--- src/rtl/uart_bank_pkg.sv ---
package uart_bank_pkg;
  typedef enum logic [1:0] {
    MODE_RUN     = 2'd0,
    MODE_CFG_MAIN = 2'd1,
    MODE_CFG_EXT = 2'd2
  } mode_e;

  localparam logic [3:0] OFS_DATA = 4'd0;
  localparam logic [3:0] OFS_IEN  = 4'd1;
  localparam logic [3:0] OFS_FCTL = 4'd2;
  localparam logic [3:0] OFS_LINE = 4'd3;
  localparam logic [3:0] OFS_MCTL = 4'd4;
  localparam logic [3:0] OFS_STAT = 4'd5;
  localparam logic [3:0] OFS_TRIG = 4'd6;
  localparam logic [3:0] OFS_RUNM = 4'd8;
  localparam logic [3:0] OFS_SCFG = 4'd9;
  localparam logic [3:0] OFS_SSTS = 4'd10;

  localparam logic [7:0] LINE_EXT_KEY = 8'hBF;
  localparam int LINE_CFG_BIT  = 7;
  localparam int FEAT_ENH_BIT  = 4;
  localparam int MCTL_SUB_BIT  = 6;
  localparam int FCTL_EN_BIT   = 0;
  localparam int SCFG_SRST_BIT = 1;
  localparam int STAT_RX_BIT   = 0;
  localparam int STAT_TX_BIT   = 5;
  localparam int RUNM_W        = 3;
  localparam logic [RUNM_W-1:0] RUNM_OFF = 3'd7;
endpackage

--- src/rtl/uart_mode_dec.sv ---
module uart_mode_dec
  import uart_bank_pkg::*;
#(
  parameter int REG_W = 8
) (
  input  logic [REG_W-1:0] line_i,
  output mode_e            mode_o
);
  always_comb begin
    if (line_i == REG_W'(LINE_EXT_KEY)) mode_o = MODE_CFG_EXT;
    else if (line_i[LINE_CFG_BIT])      mode_o = MODE_CFG_MAIN;
    else                                mode_o = MODE_RUN;
  end
endmodule

--- src/rtl/uart_srst_seq.sv ---
module uart_srst_seq #(
  parameter int RST_CYC = 4
) (
  input  logic clk_i,
  input  logic rst_ni,
  input  logic start_i,
  output logic busy_o
);
  localparam int CNT_W = $clog2(RST_CYC + 1);
  logic [CNT_W-1:0] cnt_q;

  always_ff @(posedge clk_i or negedge rst_ni) begin
    if (!rst_ni)                        cnt_q <= '0;
    else if (start_i && cnt_q == '0)    cnt_q <= CNT_W'(RST_CYC);
    else if (cnt_q != '0)               cnt_q <= cnt_q - 1'b1;
  end

  assign busy_o = (cnt_q != '0);
endmodule

--- src/rtl/uart_div_latch.sv ---
module uart_div_latch
  import uart_bank_pkg::*;
#(
  parameter int REG_W = 8
) (
  input  logic                clk_i,
  input  logic                rst_ni,
  input  logic                clr_i,
  input  logic                lo_we_i,
  input  logic                hi_we_i,
  input  logic                runm_we_i,
  input  logic [REG_W-1:0]    wdata_i,
  output logic [REG_W-1:0]    lo_o,
  output logic [REG_W-1:0]    hi_o,
  output logic [RUNM_W-1:0]   runm_o,
  output logic [2*REG_W-1:0]  div_o,
  output logic                off_o
);
  always_ff @(posedge clk_i or negedge rst_ni) begin
    if (!rst_ni) begin
      lo_o   <= '0;
      hi_o   <= '0;
      runm_o <= RUNM_OFF;
      div_o  <= '0;
    end else if (clr_i) begin
      lo_o   <= '0;
      hi_o   <= '0;
      runm_o <= RUNM_OFF;
      div_o  <= '0;
    end else begin
      if (lo_we_i) lo_o <= wdata_i;
      if (hi_we_i) hi_o <= wdata_i;
      if (runm_we_i) begin
        runm_o <= wdata_i[RUNM_W-1:0];
        // return to normal operation reloads the baud divisor
        if (wdata_i[RUNM_W-1:0] == '0) div_o <= {hi_o, lo_o};
      end
    end
  end

  assign off_o = (runm_o == RUNM_OFF);
endmodule

--- src/rtl/uart_bank_regs.sv ---
module uart_bank_regs
  import uart_bank_pkg::*;
#(
  parameter int ADDR_W  = 4,
  parameter int DATA_W  = 16,
  parameter int REG_W   = 8,
  parameter int RST_CYC = 4
) (
  input  logic              clk_i,
  input  logic              rst_ni,
  input  logic              req_i,
  input  logic              we_i,
  input  logic [ADDR_W-1:0] addr_i,
  input  logic [DATA_W-1:0] wdata_i,
  output logic [DATA_W-1:0] rdata_o,
  input  logic              rx_avail_i,
  input  logic              tx_empty_i,
  input  logic [REG_W-1:0]  rx_byte_i,
  output logic              rx_pop_o,
  output logic              tx_push_o,
  output logic [REG_W-1:0]  tx_byte_o,
  output logic [2*REG_W-1:0] divisor_o,
  output logic              uart_off_o,
  output logic              fifo_en_o,
  output logic              trig_sub_o
);
  localparam logic [REG_W-1:0] IEN_LO_MASK  = REG_W'(8'h0F);
  localparam logic [REG_W-1:0] MCTL_SUB_MSK = REG_W'(1) << MCTL_SUB_BIT;

  mode_e mode;
  logic  srst_busy, srst_start;
  logic  wr, rd;
  logic [REG_W-1:0] line_q, ien_q, feat_q, mctl_q, fctl_q, trig_q;
  logic [REG_W-1:0] div_lo, div_hi;
  logic [RUNM_W-1:0] runm;
  logic [REG_W-1:0] rd_val;
  logic line_we, ien_we, lo_we, hi_we, feat_we, fctl_we, mctl_we, trig_we, runm_we;
  logic enh;
  logic unused_hi;

  assign unused_hi = ^wdata_i[DATA_W-1:REG_W];

  uart_mode_dec #(.REG_W(REG_W)) u_mode (
    .line_i (line_q),
    .mode_o (mode)
  );

  uart_srst_seq #(.RST_CYC(RST_CYC)) u_srst (
    .clk_i   (clk_i),
    .rst_ni  (rst_ni),
    .start_i (srst_start),
    .busy_o  (srst_busy)
  );

  assign enh        = feat_q[FEAT_ENH_BIT];
  assign trig_sub_o = mctl_q[MCTL_SUB_BIT] & enh;
  assign fifo_en_o  = fctl_q[FCTL_EN_BIT];

  // writes are dropped while the soft reset runs
  assign wr = req_i & we_i & ~srst_busy;
  assign rd = req_i & ~we_i;

  function automatic logic at(input logic [ADDR_W-1:0] a, input logic [3:0] ofs);
    return a == ADDR_W'(ofs);
  endfunction

  assign srst_start = req_i & we_i & at(addr_i, OFS_SCFG) & wdata_i[SCFG_SRST_BIT] & ~srst_busy;
  assign line_we = wr & at(addr_i, OFS_LINE);
  assign ien_we  = wr & at(addr_i, OFS_IEN)  & (mode == MODE_RUN);
  assign lo_we   = wr & at(addr_i, OFS_DATA) & (mode == MODE_CFG_EXT);
  assign hi_we   = wr & at(addr_i, OFS_IEN)  & (mode == MODE_CFG_EXT);
  assign feat_we = wr & at(addr_i, OFS_FCTL) & (mode == MODE_CFG_EXT);
  assign fctl_we = wr & at(addr_i, OFS_FCTL) & (mode == MODE_CFG_MAIN);
  assign mctl_we = wr & at(addr_i, OFS_MCTL) & (mode == MODE_CFG_MAIN);
  assign trig_we = wr & at(addr_i, OFS_TRIG) & (mode == MODE_CFG_MAIN) & trig_sub_o;
  assign runm_we = wr & at(addr_i, OFS_RUNM);

  assign tx_push_o = wr & at(addr_i, OFS_DATA) & (mode == MODE_RUN);
  assign tx_byte_o = wdata_i[REG_W-1:0];
  assign rx_pop_o  = rd & at(addr_i, OFS_DATA) & (mode == MODE_RUN);

  uart_div_latch #(.REG_W(REG_W)) u_div (
    .clk_i     (clk_i),
    .rst_ni    (rst_ni),
    .clr_i     (srst_busy),
    .lo_we_i   (lo_we),
    .hi_we_i   (hi_we),
    .runm_we_i (runm_we),
    .wdata_i   (wdata_i[REG_W-1:0]),
    .lo_o      (div_lo),
    .hi_o      (div_hi),
    .runm_o    (runm),
    .div_o     (divisor_o),
    .off_o     (uart_off_o)
  );

  always_ff @(posedge clk_i or negedge rst_ni) begin
    if (!rst_ni) begin
      line_q <= '0;
      ien_q  <= '0;
      feat_q <= '0;
      mctl_q <= '0;
      fctl_q <= '0;
      trig_q <= '0;
    end else if (srst_busy) begin
      line_q <= '0;
      ien_q  <= '0;
      feat_q <= '0;
      mctl_q <= '0;
      fctl_q <= '0;
      trig_q <= '0;
    end else begin
      if (line_we) line_q <= wdata_i[REG_W-1:0];
      if (ien_we)
        ien_q <= enh ? wdata_i[REG_W-1:0]
                     : (ien_q & ~IEN_LO_MASK) | (wdata_i[REG_W-1:0] & IEN_LO_MASK);
      if (feat_we) feat_q <= wdata_i[REG_W-1:0];
      if (fctl_we) fctl_q <= wdata_i[REG_W-1:0];
      if (mctl_we)
        mctl_q <= enh ? wdata_i[REG_W-1:0]
                      : (mctl_q & MCTL_SUB_MSK) | (wdata_i[REG_W-1:0] & ~MCTL_SUB_MSK);
      if (trig_we) trig_q <= wdata_i[REG_W-1:0];
    end
  end

  always_comb begin
    rd_val = '0;
    case (addr_i)
      ADDR_W'(OFS_DATA): begin
        if (mode == MODE_RUN)          rd_val = rx_byte_i;
        else if (mode == MODE_CFG_EXT) rd_val = div_lo;
      end
      ADDR_W'(OFS_IEN): begin
        if (mode == MODE_RUN)          rd_val = ien_q;
        else if (mode == MODE_CFG_EXT) rd_val = div_hi;
      end
      ADDR_W'(OFS_FCTL): begin
        if (mode == MODE_CFG_MAIN)     rd_val = fctl_q;
        else if (mode == MODE_CFG_EXT) rd_val = feat_q;
      end
      ADDR_W'(OFS_LINE): rd_val = line_q;
      ADDR_W'(OFS_MCTL): if (mode == MODE_CFG_MAIN) rd_val = mctl_q;
      ADDR_W'(OFS_STAT): begin
        rd_val[STAT_RX_BIT] = rx_avail_i;
        rd_val[STAT_TX_BIT] = tx_empty_i;
      end
      ADDR_W'(OFS_TRIG): if (mode == MODE_CFG_MAIN && trig_sub_o) rd_val = trig_q;
      ADDR_W'(OFS_RUNM): rd_val = REG_W'(runm);
      ADDR_W'(OFS_SCFG): rd_val[SCFG_SRST_BIT] = srst_busy;
      ADDR_W'(OFS_SSTS): rd_val[0] = ~srst_busy;
      default: rd_val = '0;
    endcase
  end

  always_ff @(posedge clk_i or negedge rst_ni) begin
    if (!rst_ni)  rdata_o <= '0;
    else if (rd)  rdata_o <= DATA_W'(rd_val);
    else          rdata_o <= '0;
  end
endmodule

--- config.mk ---
export PLATFORM = sky130hd
export DESIGN_NAME = uart_bank_regs
export DESIGN_NICKNAME = d
export VERILOG_FILES = /design/src/rtl/uart_bank_pkg.sv /design/src/rtl/uart_mode_dec.sv /design/src/rtl/uart_srst_seq.sv /design/src/rtl/uart_div_latch.sv /design/src/rtl/uart_bank_regs.sv
export SDC_FILE = /design/constraint.sdc
export NUM_CORES = 1
export LEC_CHECK = 0
export BUFFER_PORTS_ARGS = -buffer_cell sky130_fd_sc_hd__buf_2
export CAP_MARGIN = 20
export CORE_ASPECT_RATIO = 0.8
export CORE_MARGIN = 2
export CORE_UTILIZATION = 45
export DETAILED_ROUTE_END_ITERATION = 8
export PLACE_DENSITY = 0.66
export SKIP_CTS_REPAIR_TIMING = 1
export SYNTH_ARGS = -nofsm -noshare
export SYNTH_HDL_FRONTEND = slang
export SYNTH_SLANG_ARGS = --single-unit
--- constraint.sdc ---
create_clock -name clk_i -period 2.45 [get_ports clk_i]
set_clock_uncertainty 0.2 [all_clocks]
set_input_delay 0.1225 -clock clk_i [delete_from_list [all_inputs] [get_ports clk_i]]
set_output_delay 0.1225 -clock clk_i [all_outputs]
set_load 0.05 [all_outputs]
==> results of run 1 <==
stage by stage:
| stage | std cells | setup slack, ps | power [mW] |
|---|---|---|---|
| finish | 723 | 270 | 3.46 |
| global route | 723 | 165 | 3.61 |
| CTS | 713 | 290 | 3.48 |
| detailed placement | 698 | 297 | 2.24 |
| global placement | 698 | 369 | 2.22 |
| floorplan | 522 | 292 | 2.04 |
kinds of logic after synthesis:
kind of cell / after synthesis / synth area share
AO/OA/AOI/OAI: 102 / 0.138
adder cells (fa/ha/maj): 2 / 0.00519
buffers and inverters: 54 / 0.0589
flip-flops: 94 / 0.488
multiplexers: 46 / 0.0955
other: 1 / 0.000777
AND/OR/NAND/NOR: 216 / 0.213
critical path, delay by kind of cell, from the launching register on:
family / cells / cell delay [ps]
buffers and inverters: 1 / 230
DFF: 1 / 410
and+or+nand+nor: 4 / 970
muxes: 1 / 230
cell type report:
type,count,share of cell area
sequential,94,0.419
timing repair buffer,93,0.104
tap,140,0.0311
inverter,7,0.00467
multi-input combinational,374,0.396
clock inverter,5,0.00489
clock buffer,10,0.0407
flip-flops by register name (all words and copies together), names as in the netlist:
name	cells
fctl_q	8
feat_q	8
ien_q	8
line_q	8
mctl_q	8
rdata_o	8
trig_q	8
u_div.div_o	16
u_div.hi_o	8
u_div.lo_o	8
u_div.runm_o	3
u_srst.cnt_q	3
metal layers:
layer / up-vias / share of wire / routed length, µm / GRT usage
met5: - / 0 / 0 / 0
met4: 0 / 0.017 / 225 / 0.0652
met3: 23 / 0.085 / 1110 / 0.0513
met2: 180 / 0.44 / 5730 / 0.343
met1: 1981 / 0.46 / 5960 / 0.343
li1: 1888 / - / - / -
power groups by stage:
| stage | sequential (mW) | combinational [mW] | clock [mW] |
|---|---|---|---|
| 6_report | 1.61 | 0.619 | 1.23 |
| 5_1_grt | 1.61 | 0.672 | 1.33 |
| 4_1_cts | 1.61 | 0.606 | 1.26 |
| 3_5_place_dp | 1.64 | 0.603 | 0 |
| 3_3_place_gp | 1.63 | 0.586 | 0 |
| 2_1_floorplan | 1.63 | 0.413 | 0 |
how the worst max path moves through the flow:
stage | endpoint | cells after the start | slack (ps) | startpoint
final | feat_q[1]$_DFFE_PN0P_ | 6 | 270 | line_q[6]$_DFFE_PN0P_
after global routing | u_div.hi_o[2]$_DFFE_PN0P_ | 6 | 160 | line_q[6]$_DFFE_PN0P_
after CTS | u_div.hi_o[2]$_DFFE_PN0P_ | 6 | 290 | line_q[6]$_DFFE_PN0P_
after detailed placement | u_div.hi_o[2]$_DFFE_PN0P_ | 6 | 300 | line_q[6]$_DFFE_PN0P_
after global placement | u_div.lo_o[5]$_DFFE_PN0P_ | 6 | 370 | line_q[6]$_DFFE_PN0P_
after floorplan | tx_push_o | 4 | 290 | u_srst.cnt_q[0]$_DFFE_PN0P_
cells in the final DEF (no fill, tap or decap), types with 3 or more instances in the layout:
cell / instances
dfrtp_1: 91
a2bb2oi_1: 3
nand3b_1: 4
nor3_1: 7
nor2b_1: 4
dfstp_2: 3
conb_1: 8
a31oi_1: 7
o21ai_0: 36
clkbuf_16: 9
and3_1: 3
inv_1: 7
a22o_1: 6
nand2b_1: 4
and2_1: 3
nor3_4: 3
clkinv_2: 4
a21oi_1: 7
nand2_1: 94
buf_4: 21
o21ai_1: 13
a22oi_1: 8
nor2_1: 52
mux2i_1: 46
a21o_1: 3
dlygate4sd3_1: 10
a211oi_1: 3
buf_2: 61
nand3_1: 25
a221oi_1: 4
==> impl_metrics.csv, run 1 <==
group,metric,value,unit
status,status,"finished clean",
synth,synth_area_leaders,"dfrtp_1 (47%), mux2i_1 (9.5%), nand2_1 (7.3%)",
power_and_ir_drop,switchingPower,1.05,mW
sta,hold_viol_final,0,
global_route,grt_overflow,0,
global_route,grt_usage,0.232,
power_and_ir_drop,p_sw_frac,0.303,
layout,regArea,2360,µm²
die,die_area,11600,µm²
power_and_ir_drop,comb_power_share,0.179,
drt,vias,4072,
min_path,min-delay-start,"rx_byte_i[5]",
clock_network,clk_latency,340,ps
worst_setup_path,cpMaxStageDelayCell,"dfrtp_1",
worst_setup_path,rr_startpoint,"line_q[6]$_DFFE_PN0P_",
layout,fin_nets,615,
sta,slew_viol_final,0,
drt,drt_wl_total,13000,µm
power_and_ir_drop,intPower,2.41,mW
power_and_ir_drop,ir_drop,0.288,mV
worst_setup_path,crit_fanout,11,
drt,drc,0,
synth,syn_area_per_cell,9.37,µm²
synth,ys.flop_type,"dfrtp_1",
synth,synth_most_common_cell,"nand2_1",
clock_network,clock-root-buffer,"clkbuf_16",
worst_setup_path,slowest_delay,410,ps
worst_setup_path,start_kind,"register",
layout,finish.utilization,0.545,
die,fp.dieH,96.6,µm
synth,syn_inst,515,
synth,synth_seq_area_share,0.488,
clock_network,cts_buffers,9,
drt,via_per_inst,5.63,
place,dp_hpwl,9330,µm
power_and_ir_drop,p_leak,2.44,nW
layout,fill_cells,955,
min_path,min_path_cells,3,
synth,yosysTopAreaCellShare,0.472,
min_path,whs_endpoint,"rdata_o[5]$_DFF_PN0_",
place,place_area,5270,µm²
sta,setup_tns,0,ps
min_path,min_path_type,"in -> reg",
layout,syn_to_final_growth,16.7,%
clock_network,cts_tree,"yes",
synth,yosys.area.top_type,"dfrtp_1",
worst_setup_path,cp_cell_sequence,"and4b_1 -> nand2_2 -> nor3_4 -> buf_4 -> mux2i_1 -> nor2_1",
sta,final-setup-viol-count,0,
clock_network,htreeDepth,3,
run,cap_violations,0,
sta,period_share,0.890,
synth,synth_area,4820,µm²
place,port_buffers,62,
drt,ant_nets,0,
power_and_ir_drop,p_per_area,614,nW/µm²
clock_network,clockBufferDepth,2,
synth,yosys-top-cells-count,"nand2_1 (94), dfrtp_1 (91), nor2_1 (52)",
global_route,grt_pass1_wl,21100,µm
layout,multiInputGateArea,2230,µm²
worst_setup_path,r2r-end,"feat_q[1]$_DFFE_PN0P_",
synth,ys_warn_count,0,
sta,rsz0062_at_grt,"false",
global_route,grt_pass1_vias,3871,
sta,clock.fmax,459,MHz
worst_setup_path,critPathArrivalTime,2190,ps
sta,hold_ws,13.7,ps
clock_network,cts_sinks,94,
synth,synth_edf_count,0,
clock_network,clkTransAtPathRegs,60,ps
layout,fin_area,5630,µm²
layout,n_antenna_cell,0,
die,rows,33,
sta,fin_crit,2180,ps
power_and_ir_drop,pwr-share-clk,0.356,
worst_setup_path,endpoint_kind,"register",
drt,dr.pass1.iters,9,
synth,ys_types,51,
power_and_ir_drop,power_frac_seq,0.465,
die,dieWidth,120,µm
drt,routedWlPerCell,18.0,µm
die,core,10300,µm²
worst_setup_path,r2r_cells,6,
layout,layout-drive-gt1-share,0.201,
place,gp_congestion,0.936,
global_route,antenna_found_initial,0,
synth,synth_seq_cells,94,
global_route,grt_max_degree,56,
die,ios,79,
drt,first_iter_violations,414,
worst_setup_path,critPathKind,"reg -> reg",
synth,synthArstFlopShare,1.00,
sta,tightest_slew,585,ps
worst_setup_path,critical_path_required,2460,ps
worst_setup_path,reg2reg_slack,270,ps
die,start_util,0.467,
sta,slew_headroom,0.607,
No activity file was read; power rests on OpenSTA's default activity.
==> run 2: changes to the inputs <==
GPL_TIMING_DRIVEN = 0   (was not set)
==> impl_metrics.csv, run 2 (synthesized netlist as in run 1, its figures left out) <==
group,metric,value,unit
status,status,"finished clean",
worst_setup_path,cpMaxStageDelayCell,"clkbuf_1",
worst_setup_path,critPathKind,"reg -> reg",
global_route,antenna_found_initial,0,
run,cap_violations,0,
clock_network,clk_latency,350,ps
die,core,10300,µm²
global_route,grt_usage,0.255,
clock_network,cts_buffers,9,
drt,vias,4197,
worst_setup_path,critPathArrivalTime,2320,ps
layout,fin_cells,741,
sta,fin_crit,2300,ps
layout,syn_to_final_growth,19.2,%
drt,ant_nets,0,
layout,layout_common_cells,"nand2_1 (94), dfrtp_1 (91), buf_2 (61)",
clock_network,clkTransAtPathRegs,60,ps
place,port_buffers,57,
clock_network,htreeDepth,3,
die,die_area,11600,µm²
global_route,grt_pass1_wl,22300,µm
power_and_ir_drop,finalPower,3.88,mW
worst_setup_path,start_kind,"register",
clock_network,cts_sinks,94,
sta,slew_viol_final,0,
drt,first_iter_violations,435,
layout,fin_area,5750,µm²
sta,period_share,0.941,
drt,drc,0,
worst_setup_path,slowest_delay,550,ps
global_route,grt_overflow,0,
sta,tightest_slew,805,ps
power_and_ir_drop,p_leak,2.49,nW
sta,hold_viol_final,0,
layout,final_common_cell,"nand2_1",
layout,n_antenna_cell,0,
die,ios,79,
power_and_ir_drop,ir_drop,0.400,mV
place,place_area,5340,µm²
place,dp_hpwl,10500,µm
sta,slew_headroom,0.455,
global_route,grt_max_degree,60,
layout,finish.utilization,0.557,
drt,routedWlPerCell,19.3,µm
place,gp_congestion,0.975,
worst_setup_path,critical_path_required,2460,ps
layout,layout-drive-gt1-share,0.198,
worst_setup_path,crit_buf_inv,1,
worst_setup_path,crit_fanout,10,
worst_setup_path,cp_cell_sequence,"clkbuf_1 -> nor3_1 -> a22o_1 -> a211oi_1 -> a31oi_1",
place,dp_cells,720,
worst_setup_path,crit_family,"compound AO/OA/AOI/OAI gates",
sta,final-setup-viol-count,0,
die,fp.dieH,96.6,µm
clock_network,clock-root-buffer,"clkbuf_16",
die,dieWidth,120,µm
layout,largest_reg_flops,16,
power_and_ir_drop,p_per_area,674,nW/µm²
layout,regMostFlops,"u_div.div_o",
worst_setup_path,endpoint_kind,"register",
layout,fin_nets,633,
die,start_util,0.467,
drt,drt_wl_total,14300,µm
drt,via_per_inst,5.66,
place,place_ws,-254,ps
clock_network,cts_tree,"yes",
die,rows,33,
sta,setup_ws,146,ps
min_path,min_path_type,"in -> reg",
clock_network,clockBufferDepth,2,
global_route,grt_pass1_vias,3906,
layout,fill_cells,965,
drt,dr.pass1.iters,5,
sta,clock.fmax,434,MHz
[run 2: changes by cell type in the layout (fill, tap and decap cells not counted), sizes merged]
cell,change
dlygate4sd3,-5
clkbuf,+24
clkinvlp,-1
bufinv,+3
clkinv,-3
[run 2: final timing paths]
path / cells after the start / endpoint / startpoint / slack, ps
max: 5 / rdata_o[4]$_DFF_PN0_ / line_q[7]$_DFFE_PN0P_ / 150
min: 3 / fctl_q[6]$_DFFE_PN0P_ / wdata_i[6] / 0.1
max reg2reg: 5 / rdata_o[4]$_DFF_PN0_ / line_q[7]$_DFFE_PN0P_ / 150
min reg2reg: 2 / u_div.div_o[8]$_DFFE_PN0P_ / u_div.div_o[8]$_DFFE_PN0P_ / 280
max in group asynchronous: 3 / u_div.runm_o[2]$_DFFE_PN1P_ / rst_ni / 1270
min in group asynchronous: 2 / u_div.div_o[6]$_DFFE_PN0P_ / rst_ni / 80
[run 2: final cells by class]
class,count,area (µm²),area share
inverter,7,26.3,0.00457
sequential,94,2360,0.410
buffer,47,263,0.0457
multi-input combinational,374,2220,0.386
tap,140,175,0.0305
timing repair buffer,64,373,0.0648
clock inverter,4,95.1,0.0165
clock buffer,11,243,0.0422
[run 2: metal layers]
metal / global-route usage / part of all wire
met5: 0 / 0
met2: 0.352 / 0.43
met1: 0.402 / 0.47
met4: 0.0679 / 0.019
met3: 0.0548 / 0.081
[run 2: worst min-delay path: stages]
cell and delay (ps):
clkbuf_1 210, nand2_1 110, o21ai_1 60
[run 2: per-stage QoR]
step	hold slack, ps	TNS [ps]
final	0.122	0
after global routing	20.6	-5.64
after detailed placement	-75.9	-7250
after floorplan	-373	0
after global placement	259	-6280
after CTS	-445	-7640
[run 2: power breakdown]
| part | total, mW | internal (mW) | switching [mW] |
|---|---|---|---|
| sequential | 1.60 | 1.58 | 0.0201 |
| clock | 1.59 | 1.02 | 0.569 |
| combinational | 0.687 | 0.166 | 0.521 |
==> run 3: changes to the inputs <==
PLACE_DENSITY = 0.68   (was 0.66)
==> impl_metrics.csv, run 3 (synthesized netlist as in run 1, its figures left out) <==
group,metric,value,unit
run,cap_violations,0,
power_and_ir_drop,p_leak,2.48,nW
worst_setup_path,cpMaxStageDelayCell,"o21ai_1",
clock_network,cts_sinks,94,
clock_network,clkTransAtPathRegs,60,ps
sta,rsz0062_at_grt,"true",
worst_setup_path,crit_fanout,7,
drt,dr.pass1.iters,5,
drt,drc,0,
layout,n_antenna_cell,0,
die,start_util,0.467,
sta,slew_headroom,0.294,
clock_network,htreeDepth,3,
layout,fin_nets,632,
place,gp_congestion,0.951,
sta,hold_ws,4.25,ps
layout,syn_to_final_growth,18.7,%
layout,layout-drive-gt1-share,0.201,
layout,final_common_cell,"nand2_1",
min_path,min_path_type,"in -> reg",
layout,largest_reg_flops,16,
drt,drt_wl_total,14400,µm
layout,layout_common_cells,"nand2_1 (94), dfrtp_1 (91), buf_2 (61)",
global_route,grt_max_degree,61,
global_route,grt_pass1_vias,3995,
clock_network,clockBufferDepth,2,
sta,tightest_slew,1040,ps
power_and_ir_drop,p_per_area,651,nW/µm²
drt,routedWlPerCell,19.5,µm
sta,setup_ws,89.6,ps
die,fp.dieH,96.6,µm
worst_setup_path,start_kind,"register",
drt,vias,4291,
drt,first_iter_violations,560,
clock_network,clock-root-buffer,"clkbuf_16",
worst_setup_path,slowest_delay,540,ps
global_route,grt_usage,0.254,
place,port_buffers,57,
worst_setup_path,critPathArrivalTime,2360,ps
die,ios,79,
die,die_area,11600,µm²
drt,ant_nets,0,
place,dp_hpwl,10700,µm
clock_network,cts_buffers,9,
layout,regMostFlops,"u_div.div_o",
die,core,10300,µm²
place,dp_cells,720,
die,rows,33,
sta,fin_crit,2360,ps
power_and_ir_drop,ir_drop,0.289,mV
clock_network,clk_latency,350,ps
min_path,min-delay-start,"wdata_i[5]",
drt,via_per_inst,5.79,
layout,finish.utilization,0.555,
status,status,"finished clean",
worst_setup_path,rr_startpoint,"line_q[7]$_DFFE_PN0P_",
global_route,antenna_found_initial,0,
sta,final-setup-viol-count,0,
place,place_ws,-302,ps
sta,slew_viol_final,0,
layout,fin_cells,741,
worst_setup_path,critPathKind,"reg -> reg",
worst_setup_path,cp_cell_sequence,"nand4_1 -> o21ai_1 -> nor2_1 -> a221oi_1 -> a31oi_1",
global_route,grt_pass1_wl,22300,µm
global_route,grt_overflow,0,
die,dieWidth,120,µm
sta,period_share,0.963,
worst_setup_path,endpoint_kind,"register",
sta,hold_viol_final,0,
sta,clock.fmax,424,MHz
power_and_ir_drop,finalPower,3.73,mW
worst_setup_path,cp-startpoint,"line_q[7]$_DFFE_PN0P_",
worst_setup_path,critical_path_required,2450,ps
clock_network,cts_tree,"yes",
## run 3: per-stage QoR
step / instance area (µm²) / setup TNS [ps]
CTS: 5650 / -9000
finish: 5720 / 0
detailed placement: 5340 / -8510
floorplan: 4850 / 0
global placement: 5310 / -5630
global route: 5720 / -82.7
## run 3: worst paths after layout
check,end,slack [ps],cells after the start
setup reg to reg,rdata_o[1]$_DFF_PN0_,90,5
hold / removal,mctl_q[5]$_DFFE_PN0N_,4,3
setup / recovery,rdata_o[1]$_DFF_PN0_,90,5
min in group asynchronous,u_div.div_o[8]$_DFFE_PN0P_,70,2
hold reg to reg,u_div.div_o[0]$_DFFE_PN0P_,280,2
max in group asynchronous,line_q[4]$_DFFE_PN0P_,1320,3
## run 3: worst max-delay path: cells and delay by family, from the launching register on
family / cells / cell delay (ps)
simple gates: 2 / 430
compound gates: 3 / 1060
flops: 1 / 530
## run 3: cell type report
cell class              count  area [µm²]
plain buffers              46         258
clock buffers              11         253
clock inverters             5        57.6
fillers                   955        4600
inverters                   7        26.3
multi-input cells         374        2230
flip-flops and latches     94        2360
well taps                 140         175
repair buffers             64         373
## run 3: layer usage
layer | up-vias | GRT usage | share of wire
li1 | 1936 | - | -
met1 | 2105 | 0.390 | 0.47
met2 | 223 | 0.359 | 0.43
met3 | 27 | 0.0436 | 0.080
met4 | 0 | 0.0923 | 0.025
met5 | - | 0 | 0
## run 3: report_power, final
group	switching (mW)	total (mW)	leakage, nW	internal (mW)
clock network	0.593	1.44	0.155	0.846
logic	0.519	0.685	1.03	0.166
registers	0.0207	1.60	1.30	1.58
total	1.13	3.73	2.48	2.59
